===== src/rtl/ow_phy_pkg.sv =====
package ow_phy_pkg;

    typedef enum logic [2:0] {
        ST_IDLE,
        ST_WSAMP,
        ST_RDRV,
        ST_WAITHI,
        ST_RSTLOW,
        ST_PWAIT,
        ST_PDRV
    } phy_state_t;

    function automatic int max_of4(input int a, input int b, input int c, input int d);
        int m;
        m = a;
        if (b > m) m = b;
        if (c > m) m = c;
        if (d > m) m = d;
        return m;
    endfunction

endpackage


===== src/rtl/ow_bus_sync.sv =====
module ow_bus_sync #(
    parameter int STAGES = 2
) (
    input  logic clk,
    input  logic rst_n,
    input  logic bus_i,
    output logic bus_s,
    output logic fall_o
);
    localparam int MSB = STAGES - 1;

    logic [MSB:0] sh;
    logic         prev;

    generate
        if (STAGES == 1) begin : g_one
            always_ff @(posedge clk or negedge rst_n) begin
                if (!rst_n) sh <= '1;
                else        sh <= bus_i;
            end
        end else begin : g_many
            always_ff @(posedge clk or negedge rst_n) begin
                if (!rst_n) sh <= '1;
                else        sh <= {sh[MSB-1:0], bus_i};
            end
        end
    endgenerate

    always_ff @(posedge clk or negedge rst_n) begin
        if (!rst_n) prev <= 1'b1;
        else        prev <= sh[MSB];
    end

    assign bus_s  = sh[MSB];
    assign fall_o = prev & ~sh[MSB];

endmodule


===== src/rtl/ow_low_timer.sv =====
module ow_low_timer #(
    parameter int RST_CYC = 960
) (
    input  logic clk,
    input  logic rst_n,
    input  logic bus_s,
    output logic rst_hit
);
    localparam int LW = $clog2(RST_CYC + 1);
    localparam logic [LW-1:0] SAT  = LW'(RST_CYC);
    localparam logic [LW-1:0] LAST = LW'(RST_CYC - 1);

    logic [LW-1:0] cnt;

    always_ff @(posedge clk or negedge rst_n) begin
        if (!rst_n)           cnt <= '0;
        else if (bus_s)       cnt <= '0;
        else if (cnt != SAT)  cnt <= cnt + 1'b1;
    end

    assign rst_hit = !bus_s && (cnt == LAST);

endmodule


===== src/rtl/ow_bit_shift.sv =====
module ow_bit_shift #(
    parameter int BYTE_W = 8
) (
    input  logic              clk,
    input  logic              rst_n,
    input  logic              clr,
    input  logic              tx_load,
    input  logic [BYTE_W-1:0] tx_byte,
    input  logic              rx_push,
    input  logic              rx_bit,
    input  logic              tx_adv,
    output logic [BYTE_W-1:0] rx_byte,
    output logic              rx_valid,
    output logic              tx_bit,
    output logic              tx_pend,
    output logic              at_boundary
);
    localparam int CW = (BYTE_W > 1) ? $clog2(BYTE_W) : 1;
    localparam logic [CW-1:0] LAST = CW'(BYTE_W - 1);

    logic [CW-1:0]     cnt;
    logic [BYTE_W-1:0] rx_sr;
    logic [BYTE_W-1:0] tx_sr;
    logic [BYTE_W-1:0] rx_next;

    assign rx_next = {rx_bit, rx_sr[BYTE_W-1:1]};

    always_ff @(posedge clk or negedge rst_n) begin
        if (!rst_n) begin
            cnt      <= '0;
            rx_sr    <= '0;
            tx_sr    <= '0;
            rx_byte  <= '0;
            rx_valid <= 1'b0;
            tx_pend  <= 1'b0;
        end else begin
            rx_valid <= 1'b0;
            if (clr) begin
                cnt     <= '0;
                rx_sr   <= '0;
                tx_pend <= 1'b0;
            end else if (tx_load) begin
                tx_sr   <= tx_byte;
                tx_pend <= 1'b1;
                cnt     <= '0;
            end else if (rx_push) begin
                rx_sr <= rx_next;
                if (cnt == LAST) begin
                    cnt      <= '0;
                    rx_byte  <= rx_next;
                    rx_valid <= 1'b1;
                end else begin
                    cnt <= cnt + 1'b1;
                end
            end else if (tx_adv) begin
                tx_sr <= {1'b0, tx_sr[BYTE_W-1:1]};
                if (cnt == LAST) begin
                    cnt     <= '0;
                    tx_pend <= 1'b0;
                end else begin
                    cnt <= cnt + 1'b1;
                end
            end
        end
    end

    assign tx_bit      = tx_sr[0];
    assign at_boundary = (cnt == '0);

endmodule


===== src/rtl/ow_slot_fsm.sv =====
module ow_slot_fsm
    import ow_phy_pkg::*;
#(
    parameter int SAMP_CYC  = 60,
    parameter int HOLD_CYC  = 60,
    parameter int PWAIT_CYC = 60,
    parameter int PLEN_CYC  = 240
) (
    input  logic clk,
    input  logic rst_n,
    input  logic bus_s,
    input  logic fall,
    input  logic rst_hit,
    input  logic tx_pend,
    input  logic tx_bit,
    output logic pull_o,
    output logic rst_o,
    output logic rx_push,
    output logic rx_bit,
    output logic tx_adv,
    output logic clr,
    output logic slot_idle
);
    localparam int TMAX = max_of4(SAMP_CYC, HOLD_CYC, PWAIT_CYC, PLEN_CYC);
    localparam int TW   = $clog2(TMAX + 1);
    localparam logic [TW-1:0] SAMP_L  = TW'(SAMP_CYC - 1);
    localparam logic [TW-1:0] HOLD_L  = TW'(HOLD_CYC - 1);
    localparam logic [TW-1:0] PWAIT_L = TW'(PWAIT_CYC - 1);
    localparam logic [TW-1:0] PLEN_L  = TW'(PLEN_CYC - 1);

    phy_state_t    state, nxt;
    logic [TW-1:0] tmr;
    logic [TW-1:0] lim;
    logic          tmr_done;

    always_comb begin
        unique case (state)
            ST_WSAMP: lim = SAMP_L;
            ST_RDRV:  lim = HOLD_L;
            ST_PWAIT: lim = PWAIT_L;
            ST_PDRV:  lim = PLEN_L;
            default:  lim = '0;
        endcase
    end

    assign tmr_done = (tmr == lim);

    always_comb begin
        nxt = state;
        unique case (state)
            ST_IDLE:   if (fall)     nxt = tx_pend ? ST_RDRV : ST_WSAMP;
            ST_WSAMP:  if (tmr_done) nxt = ST_WAITHI;
            ST_RDRV:   if (tmr_done) nxt = ST_WAITHI;
            ST_WAITHI: if (bus_s)    nxt = ST_IDLE;
            ST_RSTLOW: if (bus_s)    nxt = ST_PWAIT;
            ST_PWAIT:  if (tmr_done) nxt = ST_PDRV;
            ST_PDRV:   if (tmr_done) nxt = ST_WAITHI;
            default:                 nxt = ST_IDLE;
        endcase
        if (rst_hit && state != ST_RSTLOW) nxt = ST_RSTLOW;
    end

    // state register and slot timer
    always_ff @(posedge clk or negedge rst_n) begin
        if (!rst_n) begin
            state <= ST_IDLE;
            tmr   <= '0;
        end else begin
            state <= nxt;
            tmr   <= (nxt != state) ? '0 : tmr + 1'b1;
        end
    end

    // registered bus-facing outputs
    always_ff @(posedge clk or negedge rst_n) begin
        if (!rst_n) begin
            pull_o <= 1'b0;
            rst_o  <= 1'b0;
        end else begin
            pull_o <= (nxt == ST_PDRV) || (nxt == ST_RDRV && !tx_bit);
            rst_o  <= rst_hit && (state != ST_RSTLOW);
        end
    end

    assign rx_push   = (state == ST_WSAMP) && tmr_done && !rst_hit;
    assign rx_bit    = bus_s;
    assign tx_adv    = (state == ST_RDRV) && tmr_done && !rst_hit;
    assign clr       = rst_hit;
    assign slot_idle = (state == ST_IDLE);

endmodule


===== src/rtl/ow_slave_phy.sv =====
module ow_slave_phy #(
    parameter int CYC_PER_US  = 50,
    parameter int BYTE_W      = 8,
    parameter int SYNC_STAGES = 2,
    parameter int RST_US      = 480,
    parameter int SAMP_US     = 30,
    parameter int HOLD_US     = 30,
    parameter int PWAIT_US    = 30,
    parameter int PLEN_US     = 120
) (
    input  logic              clk,
    input  logic              rst_n,
    input  logic              bus_i,
    output logic              pull_o,
    output logic [BYTE_W-1:0] rx_byte_o,
    output logic              rx_valid_o,
    input  logic [BYTE_W-1:0] tx_byte_i,
    input  logic              tx_valid_i,
    output logic              tx_ready_o,
    output logic              bus_rst_o
);
    localparam int RST_CYC   = RST_US   * CYC_PER_US;
    localparam int SAMP_CYC  = SAMP_US  * CYC_PER_US;
    localparam int HOLD_CYC  = HOLD_US  * CYC_PER_US;
    localparam int PWAIT_CYC = PWAIT_US * CYC_PER_US;
    localparam int PLEN_CYC  = PLEN_US  * CYC_PER_US;

    logic bus_s, fall, rst_hit;
    logic rx_push, rx_bit, tx_adv, clr, slot_idle;
    logic tx_bit, tx_pend, at_boundary, tx_load;

    ow_bus_sync #(.STAGES(SYNC_STAGES)) u_sync (
        .clk(clk), .rst_n(rst_n), .bus_i(bus_i), .bus_s(bus_s), .fall_o(fall)
    );

    ow_low_timer #(.RST_CYC(RST_CYC)) u_low (
        .clk(clk), .rst_n(rst_n), .bus_s(bus_s), .rst_hit(rst_hit)
    );

    ow_slot_fsm #(
        .SAMP_CYC(SAMP_CYC), .HOLD_CYC(HOLD_CYC),
        .PWAIT_CYC(PWAIT_CYC), .PLEN_CYC(PLEN_CYC)
    ) u_fsm (
        .clk(clk), .rst_n(rst_n), .bus_s(bus_s), .fall(fall), .rst_hit(rst_hit),
        .tx_pend(tx_pend), .tx_bit(tx_bit), .pull_o(pull_o), .rst_o(bus_rst_o),
        .rx_push(rx_push), .rx_bit(rx_bit), .tx_adv(tx_adv), .clr(clr),
        .slot_idle(slot_idle)
    );

    assign tx_ready_o = !tx_pend && slot_idle && at_boundary;
    assign tx_load    = tx_valid_i && tx_ready_o;

    ow_bit_shift #(.BYTE_W(BYTE_W)) u_shift (
        .clk(clk), .rst_n(rst_n), .clr(clr), .tx_load(tx_load), .tx_byte(tx_byte_i),
        .rx_push(rx_push), .rx_bit(rx_bit), .tx_adv(tx_adv), .rx_byte(rx_byte_o),
        .rx_valid(rx_valid_o), .tx_bit(tx_bit), .tx_pend(tx_pend),
        .at_boundary(at_boundary)
    );

endmodule


===== config.mk =====
export PLATFORM = sky130hd
export DESIGN_NAME = ow_slave_phy
export DESIGN_NICKNAME = d
export VERILOG_FILES = /design/src/rtl/ow_phy_pkg.sv /design/src/rtl/ow_bus_sync.sv /design/src/rtl/ow_low_timer.sv /design/src/rtl/ow_bit_shift.sv /design/src/rtl/ow_slot_fsm.sv /design/src/rtl/ow_slave_phy.sv
export SDC_FILE = /design/constraint.sdc
export NUM_CORES = 1
export LEC_CHECK = 0
export ABC_AREA = 1
export BUFFER_PORTS_ARGS = -buffer_cell sky130_fd_sc_hd__buf_2
export CAP_MARGIN = 25
export CORE_MARGIN = 4
export CORE_UTILIZATION = 45
export DETAILED_ROUTE_END_ITERATION = 8
export PLACE_DENSITY = 0.68
export SLEW_MARGIN = 0
export SYNTH_ARGS = -nofsm -noshare
export SYNTH_HDL_FRONTEND = slang
export SYNTH_HIERARCHICAL = 1
export SYNTH_SLANG_ARGS = --single-unit

===== constraint.sdc =====
create_clock -name clk -period 2.6 [get_ports clk]
set_input_delay 0.13 -clock clk [delete_from_list [all_inputs] [get_ports clk]]
set_output_delay 0.13 -clock clk [all_outputs]
set_load 0.02 [all_outputs]

==> reports/qor.txt, run 1 <==
Sequential group share of total power: 41.1%
Final cell utilization of the core: 52.3%
Die Y: 97.8 microns
FFs w/ async S/R, synth: 100%
Avg Inst Size Synth: 7.78 sq um
Routed WL: 6960 microns
Routability cong.: 0.842
CTS buffer count: 9
Comb power frac: 32.6%
Crit path time final: 2.34 ns
CTS Buffer Depth: 2
Routed length per instance: 11.4 microns
Initial DRT Pass Iterations: 5
Element type at the critical path end: register
Syn-to-layout area delta: 12.0%
CTS tree: yes
Vias in the first global route: 2,869
Sw Share: 39.5%
Synth unique cells: 30
Final Cycle Share: 89.9%
Multi-input gate area: 1710 sq um
Top-count cell post-synth: nand2_1
Worst Max-Slew Pin Slew: 0.492 ns
Finished Cell Area: 4060 sq um
Worst slew margin: 67.2%
Worst min path class: in -> reg
Row count: 32
Port Buffers: 23
Overflow after GRT: 0
Clk_lat worst skew: 0.35 ns
Skew final: 0.0106 ns
Crit path kind: reg -> reg
Met2 usage: 25.6%
First-pass GRT wire length: 12,600 microns
Origin of the critical flop-to-flop path: u_fsm/state[1]$_DFF_PN0_
Sequential fraction of the synthesis area: 44.3%
DR iter-0 viols: 65
Peak Freq: 428 MHz
Syn nets: 489
Largest net degree at the start of global routing: 25
Via count: 2,928
VDD IR max: 0.318 mV
Final setup violating endpoints: 0
Clock power frac: 26.3%
Power Internal: 0.00180 W
Min-Delay Path Depth: 5
Hold Startpoint: tx_byte_i[7]
Reg area: 1610 sq um
Maxcap violations: 0
Met1 Use GR: 20.7%
Setup Buffers After CTS: 0
WHS Endpoint: u_shift/tx_sr[7]$_DFFE_PN0P_
Post-DP HPWL: 5240 microns
Mapped Cells: 466
Outcome: completed
Fillers: 749
Post-synthesis cell area: 3630 sq um
Die area: 9560 sq um
Residual DRC: 0
Share of cells above drive strength 1: 19.6%
Worst r2r path cells: 15
RSZ-0062 raised after global routing: false
R2r setup slk: 0.26 ns
Crit path DAT: 2.61 ns
Largest cells by area after synthesis: dfrtp_1 42%, nand2_1 14%, inv_1 6.3%
Global routing usage on met3: 3.71%
Largest area contributor in the netlist: dfrtp_1
Die W: 97.8 microns
Io pins: 24
Via density: 4.82
Gr busiest metal: met2
Power Dens Cells: 731 nW/um^2
Worst EP required: 2.88 ns
Clock slew at reported path FFs: 0.08 ns
Post-synth EDFFs: 0
Diode count: 0
Net Sw Power: 0.00117 W
Most used DFF post-synth: dfrtp_1
Final #Nets: 524
Yosys top cell area share: 42.1%
Worst r2r dst: u_fsm/tmr[1]$_DFF_PN0_
FF+latch count, synth: 64
Initial antenna violation count: 0
Clk sinks: 64
Yosys warns: 6
Worst-path maximum fanout: 13
Fin Setup TNS: 0 ns
Fin. Hold Viols: 0
Leakage: 2.04 nW
Core ar.: 7770 sq um
Commonest cells in the netlist: 137 x nand2_1, 61 x dfrtp_1, 61 x inv_1, 49 x nor2_1, 31 x nand3_1
Post-DRT Antenna Nets: 0
CTS Root Cell: clkbuf_8
H-tree depth: 3
GRT Total Usage: 15.9%
Placed instance area: 3850 sq um
Final hold slack: 0.103 ns
Initial Util: 46.7%
Final Max Tran Viols: 0
CP Launch Type: register
cells by family (layout without fill, tap and decap cells):
group / Yosys count / after routing / share of synthesized area (%)
xor gates and xnor gates: 12 / 12 / 2.90
adders and majority gates: 11 / 11 / 3.79
AOI/OAI and AO/OA: 34 / 34 / 5.59
DFF: 64 / 64 / 44.3
and+or+nand+nor: 273 / 273 / 34.7
buffers and inverters: 72 / 112 / 8.76
worst max path at each step:
stage,cells past startpoint,slack (ns),start,to
final,15,0.26,u_fsm/state[1]$_DFF_PN0_,u_fsm/tmr[1]$_DFF_PN0_
after global routing,16,0.03,u_fsm/state[1]$_DFF_PN0_,u_fsm/tmr[0]$_DFF_PN0_
after CTS,15,0.12,u_fsm/state[0]$_DFF_PN0_,u_fsm/tmr[1]$_DFF_PN0_
after detailed placement,15,0.15,u_fsm/state[0]$_DFF_PN0_,u_fsm/tmr[1]$_DFF_PN0_
after global placement,12,0.19,u_fsm/state[0]$_DFF_PN0_,u_shift/rx_byte[5]$_DFFE_PN0P_
after floorplan,13,0.40,u_fsm/state[0]$_DFF_PN0_,u_shift/rx_byte[0]$_DFFE_PN0P_
metrics by stage:
stage,std cells,setup slack [ns],power (W)
floorplan,466,0.399,0.00201
global placement,590,0.186,0.00217
detailed placement,590,0.148,0.00219
CTS,608,0.120,0.00298
global route,608,0.0321,0.00320
finish,608,0.263,0.00297
sequential cells by signal, indices dropped and copies added (netlist names):
| name | flops |
|---|---|
| u_fsm/rst_o | 1 |
| u_shift/rx_valid | 1 |
| u_sync/sh | 2 |
| u_fsm/pull_o | 1 |
| u_shift/tx_pend | 1 |
| u_shift/tx_sr | 8 |
| u_shift/rx_byte | 8 |
| u_shift/cnt | 3 |
| u_sync/prev | 1 |
| u_low/cnt | 15 |
| u_fsm/state | 3 |
| u_shift/rx_sr | 7 |
| u_fsm/tmr | 13 |
layout by cell type, fill, tap and decap left out, types with 3 or more instances in the layout:
cell type / instances
a21oi_1: 6
buf_2: 23
buf_4: 6
clkbuf_8: 9
dfrtp_1: 60
dfstp_2: 3
ha_1: 11
inv_1: 61
nand2_1: 137
nand2_2: 11
nand2_4: 5
nand3_1: 31
nand3_2: 4
nand4_1: 8
nor2_1: 49
nor2_2: 14
nor2_4: 4
nor3_1: 7
o21ai_0: 8
o21ai_1: 10
o21ai_2: 7
xnor2_1: 3
xor2_1: 9
metal layers:
layer | vias up | part of all wire (%)
li1 | 1518 | -
met1 | 1361 | 48
met2 | 41 | 47
met3 | 8 | 3.5
met4 | 0 | 1.6
met5 | - | 0
what timing repair did:
item                                   4_1_cts  5_1_grt
setup endpoints to repair                    0       25
resized for setup                            0        3
endpoints found under the hold margin       22        0
hold buffers                                 2        0
cell type report:
type,count,share of cell area [%]
multi-input cells,330,42.2
flip-flops and latches,64,39.6
inverters,65,6.25
repair buffers,31,4.44
well taps,102,3.14
clock buffers,9,3.05
clock inverters,7,1.36
worst max-delay path, cell delays in order, from the launching register on:
cell,delay (ns)
dfrtp_1,0.44
inv_1,0.11
ha_1,0.37
o21ai_0,0.18
nand2_1,0.10
nor2_4,0.12
nand3_2,0.11
nand2_1,0.08
nand2_1,0.05
nand2_1,0.08
nand2_1,0.09
nand2_1,0.08
nand2_1,0.07
nor2_2,0.12
nand2_4,0.15
nor2_1,0.12
power by group through the flow:
stage	combinational (W)	sequential (W)	clock, W
after floorplan	0.000792	0.00122	0
after global placement	0.000942	0.00123	0
after detailed placement	0.000958	0.00124	0
after CTS	0.000965	0.00122	0.000802
after global routing	0.00112	0.00123	0.000839
final	0.000968	0.00122	0.000782
Note: power is estimated with default switching activity, not from simulation.
==> run 2: changes to the inputs <==
- ABC_AREA: 1 -> not set
- CORE_MARGIN: 4 -> 3
==> run 2 against run 1 <==
Against the previous run:
- critical path depth is 4 lower
- combinational power is 91% higher
- largest power group is now combinational logic
- synthesized cell count is 28% lower
- the flow now finishes with violations (negative setup slack)
- power is 35% higher
- wire length is 13% higher
- area after synthesis is 2.7% lower
- first-iteration DRC count is 77% higher
==> reports/qor.txt, run 2 <==
FF+latch count, synth: 64
Min-Delay Path Depth: 4
RSZ-0062 raised after global routing: true
Most used DFF post-synth: dfrtp_1
Routed WL: 7870 microns
Total power: 0.00401 W
Leakage: 2.09 nW
Hold Startpoint: tx_byte_i[6]
Sequential group share of total power: 31.7%
Post-synthesis cell area: 3530 sq um
WHS Endpoint: u_shift/tx_sr[6]$_DFFE_PN0P_
Placed instance area: 4070 sq um
Fin. Hold Viols: 0
CTS Buffer Depth: 2
H-tree depth: 3
Skew final: 0.0140 ns
Worst min path class: in -> reg
Final hold slack: 0.117 ns
Clk sinks: 64
Syn nets: 360
Initial DRT Pass Iterations: 4
Worst path slowest cell: a2111oi_2
Sequential fraction of the synthesis area: 45.5%
Placed instance count: 486
Routability cong.: 0.853
Yosys top cell area share: 43.3%
Worst setup margin: -0.335 ns
Gr busiest metal: met2
Final setup violating endpoints: 28
Post-layout instance count excluding filler cells: 508
Global routing usage on met3: 3.27%
Vias in the first global route: 2,763
Initial Util: 47.4%
Row count: 31
Maxcap violations: 0
Worst EP required: 2.86 ns
DR iter-0 viols: 115
Yosys warns: 6
Crit path DAT: 3.19 ns
Final Max Tran Viols: 0
Fin Setup TNS: -6.98 ns
GRT Total Usage: 18.6%
CTS tree: yes
Critical path's most frequent cell: buf_4
Comb power frac: 46.2%
Commonest cells in the netlist: 61 x dfrtp_1, 37 x nor2_1, 25 x mux2_2, 19 x nand2_1, 16 x inv_1
Io pins: 24
Largest area contributor in the netlist: dfrtp_1
Worst slew margin: 58.2%
First-pass GRT wire length: 12,800 microns
Avg Inst Size Synth: 10.5 sq um
Worst r2r path cells: 11
Clock power frac: 22.1%
CP Launch Type: register
Via density: 5.43
Post-DP HPWL: 5280 microns
Crit path cell chain: inv_2 -> buf_4 -> ha_1 -> a2111oi_2 -> a41oi_1 -> or2_4 -> nor4b_4 -> buf_4 -> nor2_4 -> or3_4 -> a211oi_2
Die area: 8940 sq um
Mapped Cells: 337
Peak Freq: 341 MHz
Port Buffers: 23
Most common cell after layout, fill and taps aside: dfrtp_1
Worst r2r dst: u_shift/cnt[0]$_DFFE_PN0P_
Origin of the critical flop-to-flop path: u_fsm/state[0]$_DFF_PN0_
Die W: 94.6 microns
Met2 usage: 30.7%
Finished Cell Area: 4470 sq um
Initial antenna violation count: 0
Element type at the critical path end: register
Core ar.: 7450 sq um
Via count: 2,757
Final #Nets: 427
Outcome: finished, violations left
Routed length per instance: 15.5 microns
CTS Root Cell: clkbuf_8
Top-count cell post-synth: dfrtp_1
Clock slew at reported path FFs: 0.08 ns
CTS buffer count: 9
Worst Max-Slew Pin Slew: 0.627 ns
Most frequent cells in the layout: 61 x dfrtp_1, 36 x buf_4, 35 x nor2_1
VDD IR max: 0.425 mV
Largest net degree at the start of global routing: 30
Power Dens Cells: 897 nW/um^2
Share of cells above drive strength 1: 35.7%
Max FFs per register: 15
Top flop regs: u_low/cnt: 15 flops, u_fsm/tmr: 13 flops
Syn-to-layout area delta: 26.6%
Failing checks: negative setup slack
Clk_lat worst skew: 0.36 ns
Residual DRC: 0
R2r setup slk: -0.33 ns
CP peak stage delay: 0.45 ns
Overflow after GRT: 0
Diode count: 0
Crit path kind: reg -> reg
Largest Register: u_low/cnt
Met1 Use GR: 23.1%
Sw Share: 35.7%
Post-DRT Antenna Nets: 0
FFs w/ async S/R, synth: 100%
Worst-path maximum fanout: 4
Die Y: 94.6 microns
Crit path time final: 2.93 ns
Final Cycle Share: 113%
Post-synth EDFFs: 0
Net Sw Power: 0.00143 W
Synth unique cells: 63
Power Internal: 0.00257 W
Largest cells by area after synthesis: dfrtp_1 43%, mux2_2 8.0%, nor2_1 3.9%
==> run 2: cell types whose count changed in the layout (fill, tap and decap cells not counted), sizes merged, moves of 24 or more <==
cell	previous run	this run
buf	29	65
inv	67	19
mux2	0	26
nand2	153	19
nand3	36	12
nor2	67	37
==> run 2: power by group through the flow <==
stage	Sequential, W	Clock, W	Combinational, W
3_5_place_dp	0.00129	0	0.00155
6_report	0.00127	0.000885	0.00185
3_3_place_gp	0.00128	0	0.00151
2_1_floorplan	0.00131	0	0.000989
4_1_cts	0.00127	0.000912	0.00160
5_1_grt	0.00129	0.000949	0.00201
==> run 2: worst max path at each step <==
stage | startpoint | to | cells after the start
finish | u_fsm/state[0]$_DFF_PN0_ | u_shift/cnt[0]$_DFFE_PN0P_ | 11
detailed placement | u_fsm/state[0]$_DFF_PN0_ | u_shift/rx_byte[5]$_DFFE_PN0P_ | 12
floorplan | u_fsm/state[0]$_DFF_PN0_ | u_shift/rx_byte[0]$_DFFE_PN0P_ | 10
CTS | u_fsm/state[0]$_DFF_PN0_ | u_shift/rx_byte[7]$_DFFE_PN0P_ | 12
global placement | u_fsm/state[0]$_DFF_PN0_ | u_shift/tx_sr[5]$_DFFE_PN0P_ | 10
global route | u_fsm/state[0]$_DFF_PN0_ | u_shift/tx_sr[0]$_DFFE_PN0P_ | 10
==> run 2: routing by layer <==
| metal | share of wire (%) | vias to the layer above |
|---|---|---|
| li1 | - | 1329 |
| met1 | 45 | 1370 |
| met2 | 49 | 44 |
| met3 | 3.1 | 14 |
| met4 | 2.4 | 0 |
| met5 | 0 | - |
==> run 2: through the flow <==
step	worst slack [ns]	utilization (%)
after floorplan	-0.403	-
after global placement	-0.307	54.6
after detailed placement	-0.356	54.6
after CTS	-0.305	58.2
after global routing	-0.463	60.0
final	-0.335	60.0
==> run 2: kinds of logic (layout without fill, tap and decap cells) <==
| kind of cell | after synthesis | in the layout | synth area share (%) |
|---|---|---|---|
| xor+xnor | 14 | 14 | 3.48 |
| fa+ha+maj | 11 | 11 | 3.90 |
| flops | 64 | 64 | 45.5 |
| mux | 36 | 36 | 11.2 |
| simple gates | 129 | 129 | 20.6 |
| buf+inv | 29 | 101 | 4.15 |
| compound gates | 54 | 54 | 11.1 |
==> run 2: area by class of cell <==
class / count / area (sq um)
fill: 625 / 2980
multi-input combinational: 244 / 1950
sequential: 64 / 1610
timing repair buffer: 69 / 526
clock buffer: 9 / 124
tap: 99 / 124
clock inverter: 7 / 77.6
inverter: 16 / 60.1
==> run 2: what timing repair did <==
| item | 4_1_cts | 5_1_grt |
|---|---|---|
| setup endpoints to repair | 26 | 39 |
| setup buffers | 3 | 2 |
| endpoints found under the hold margin | 25 | 0 |
| pin swaps | 3 | 8 |
| resized for setup | 2 | 27 |
| hold buffers | 3 | 0 |
| cloned | 0 | 1 |
==> run 2: worst max-delay path, delay by kind of cell, from the launching register on <==
| kind | cells | cell delay, ns |
|---|---|---|
| simple gates | 4 | 1.02 |
| compound gates | 3 | 0.83 |
| flops | 1 | 0.36 |
| buf+inv | 3 | 0.37 |
| fa+ha+maj | 1 | 0.26 |
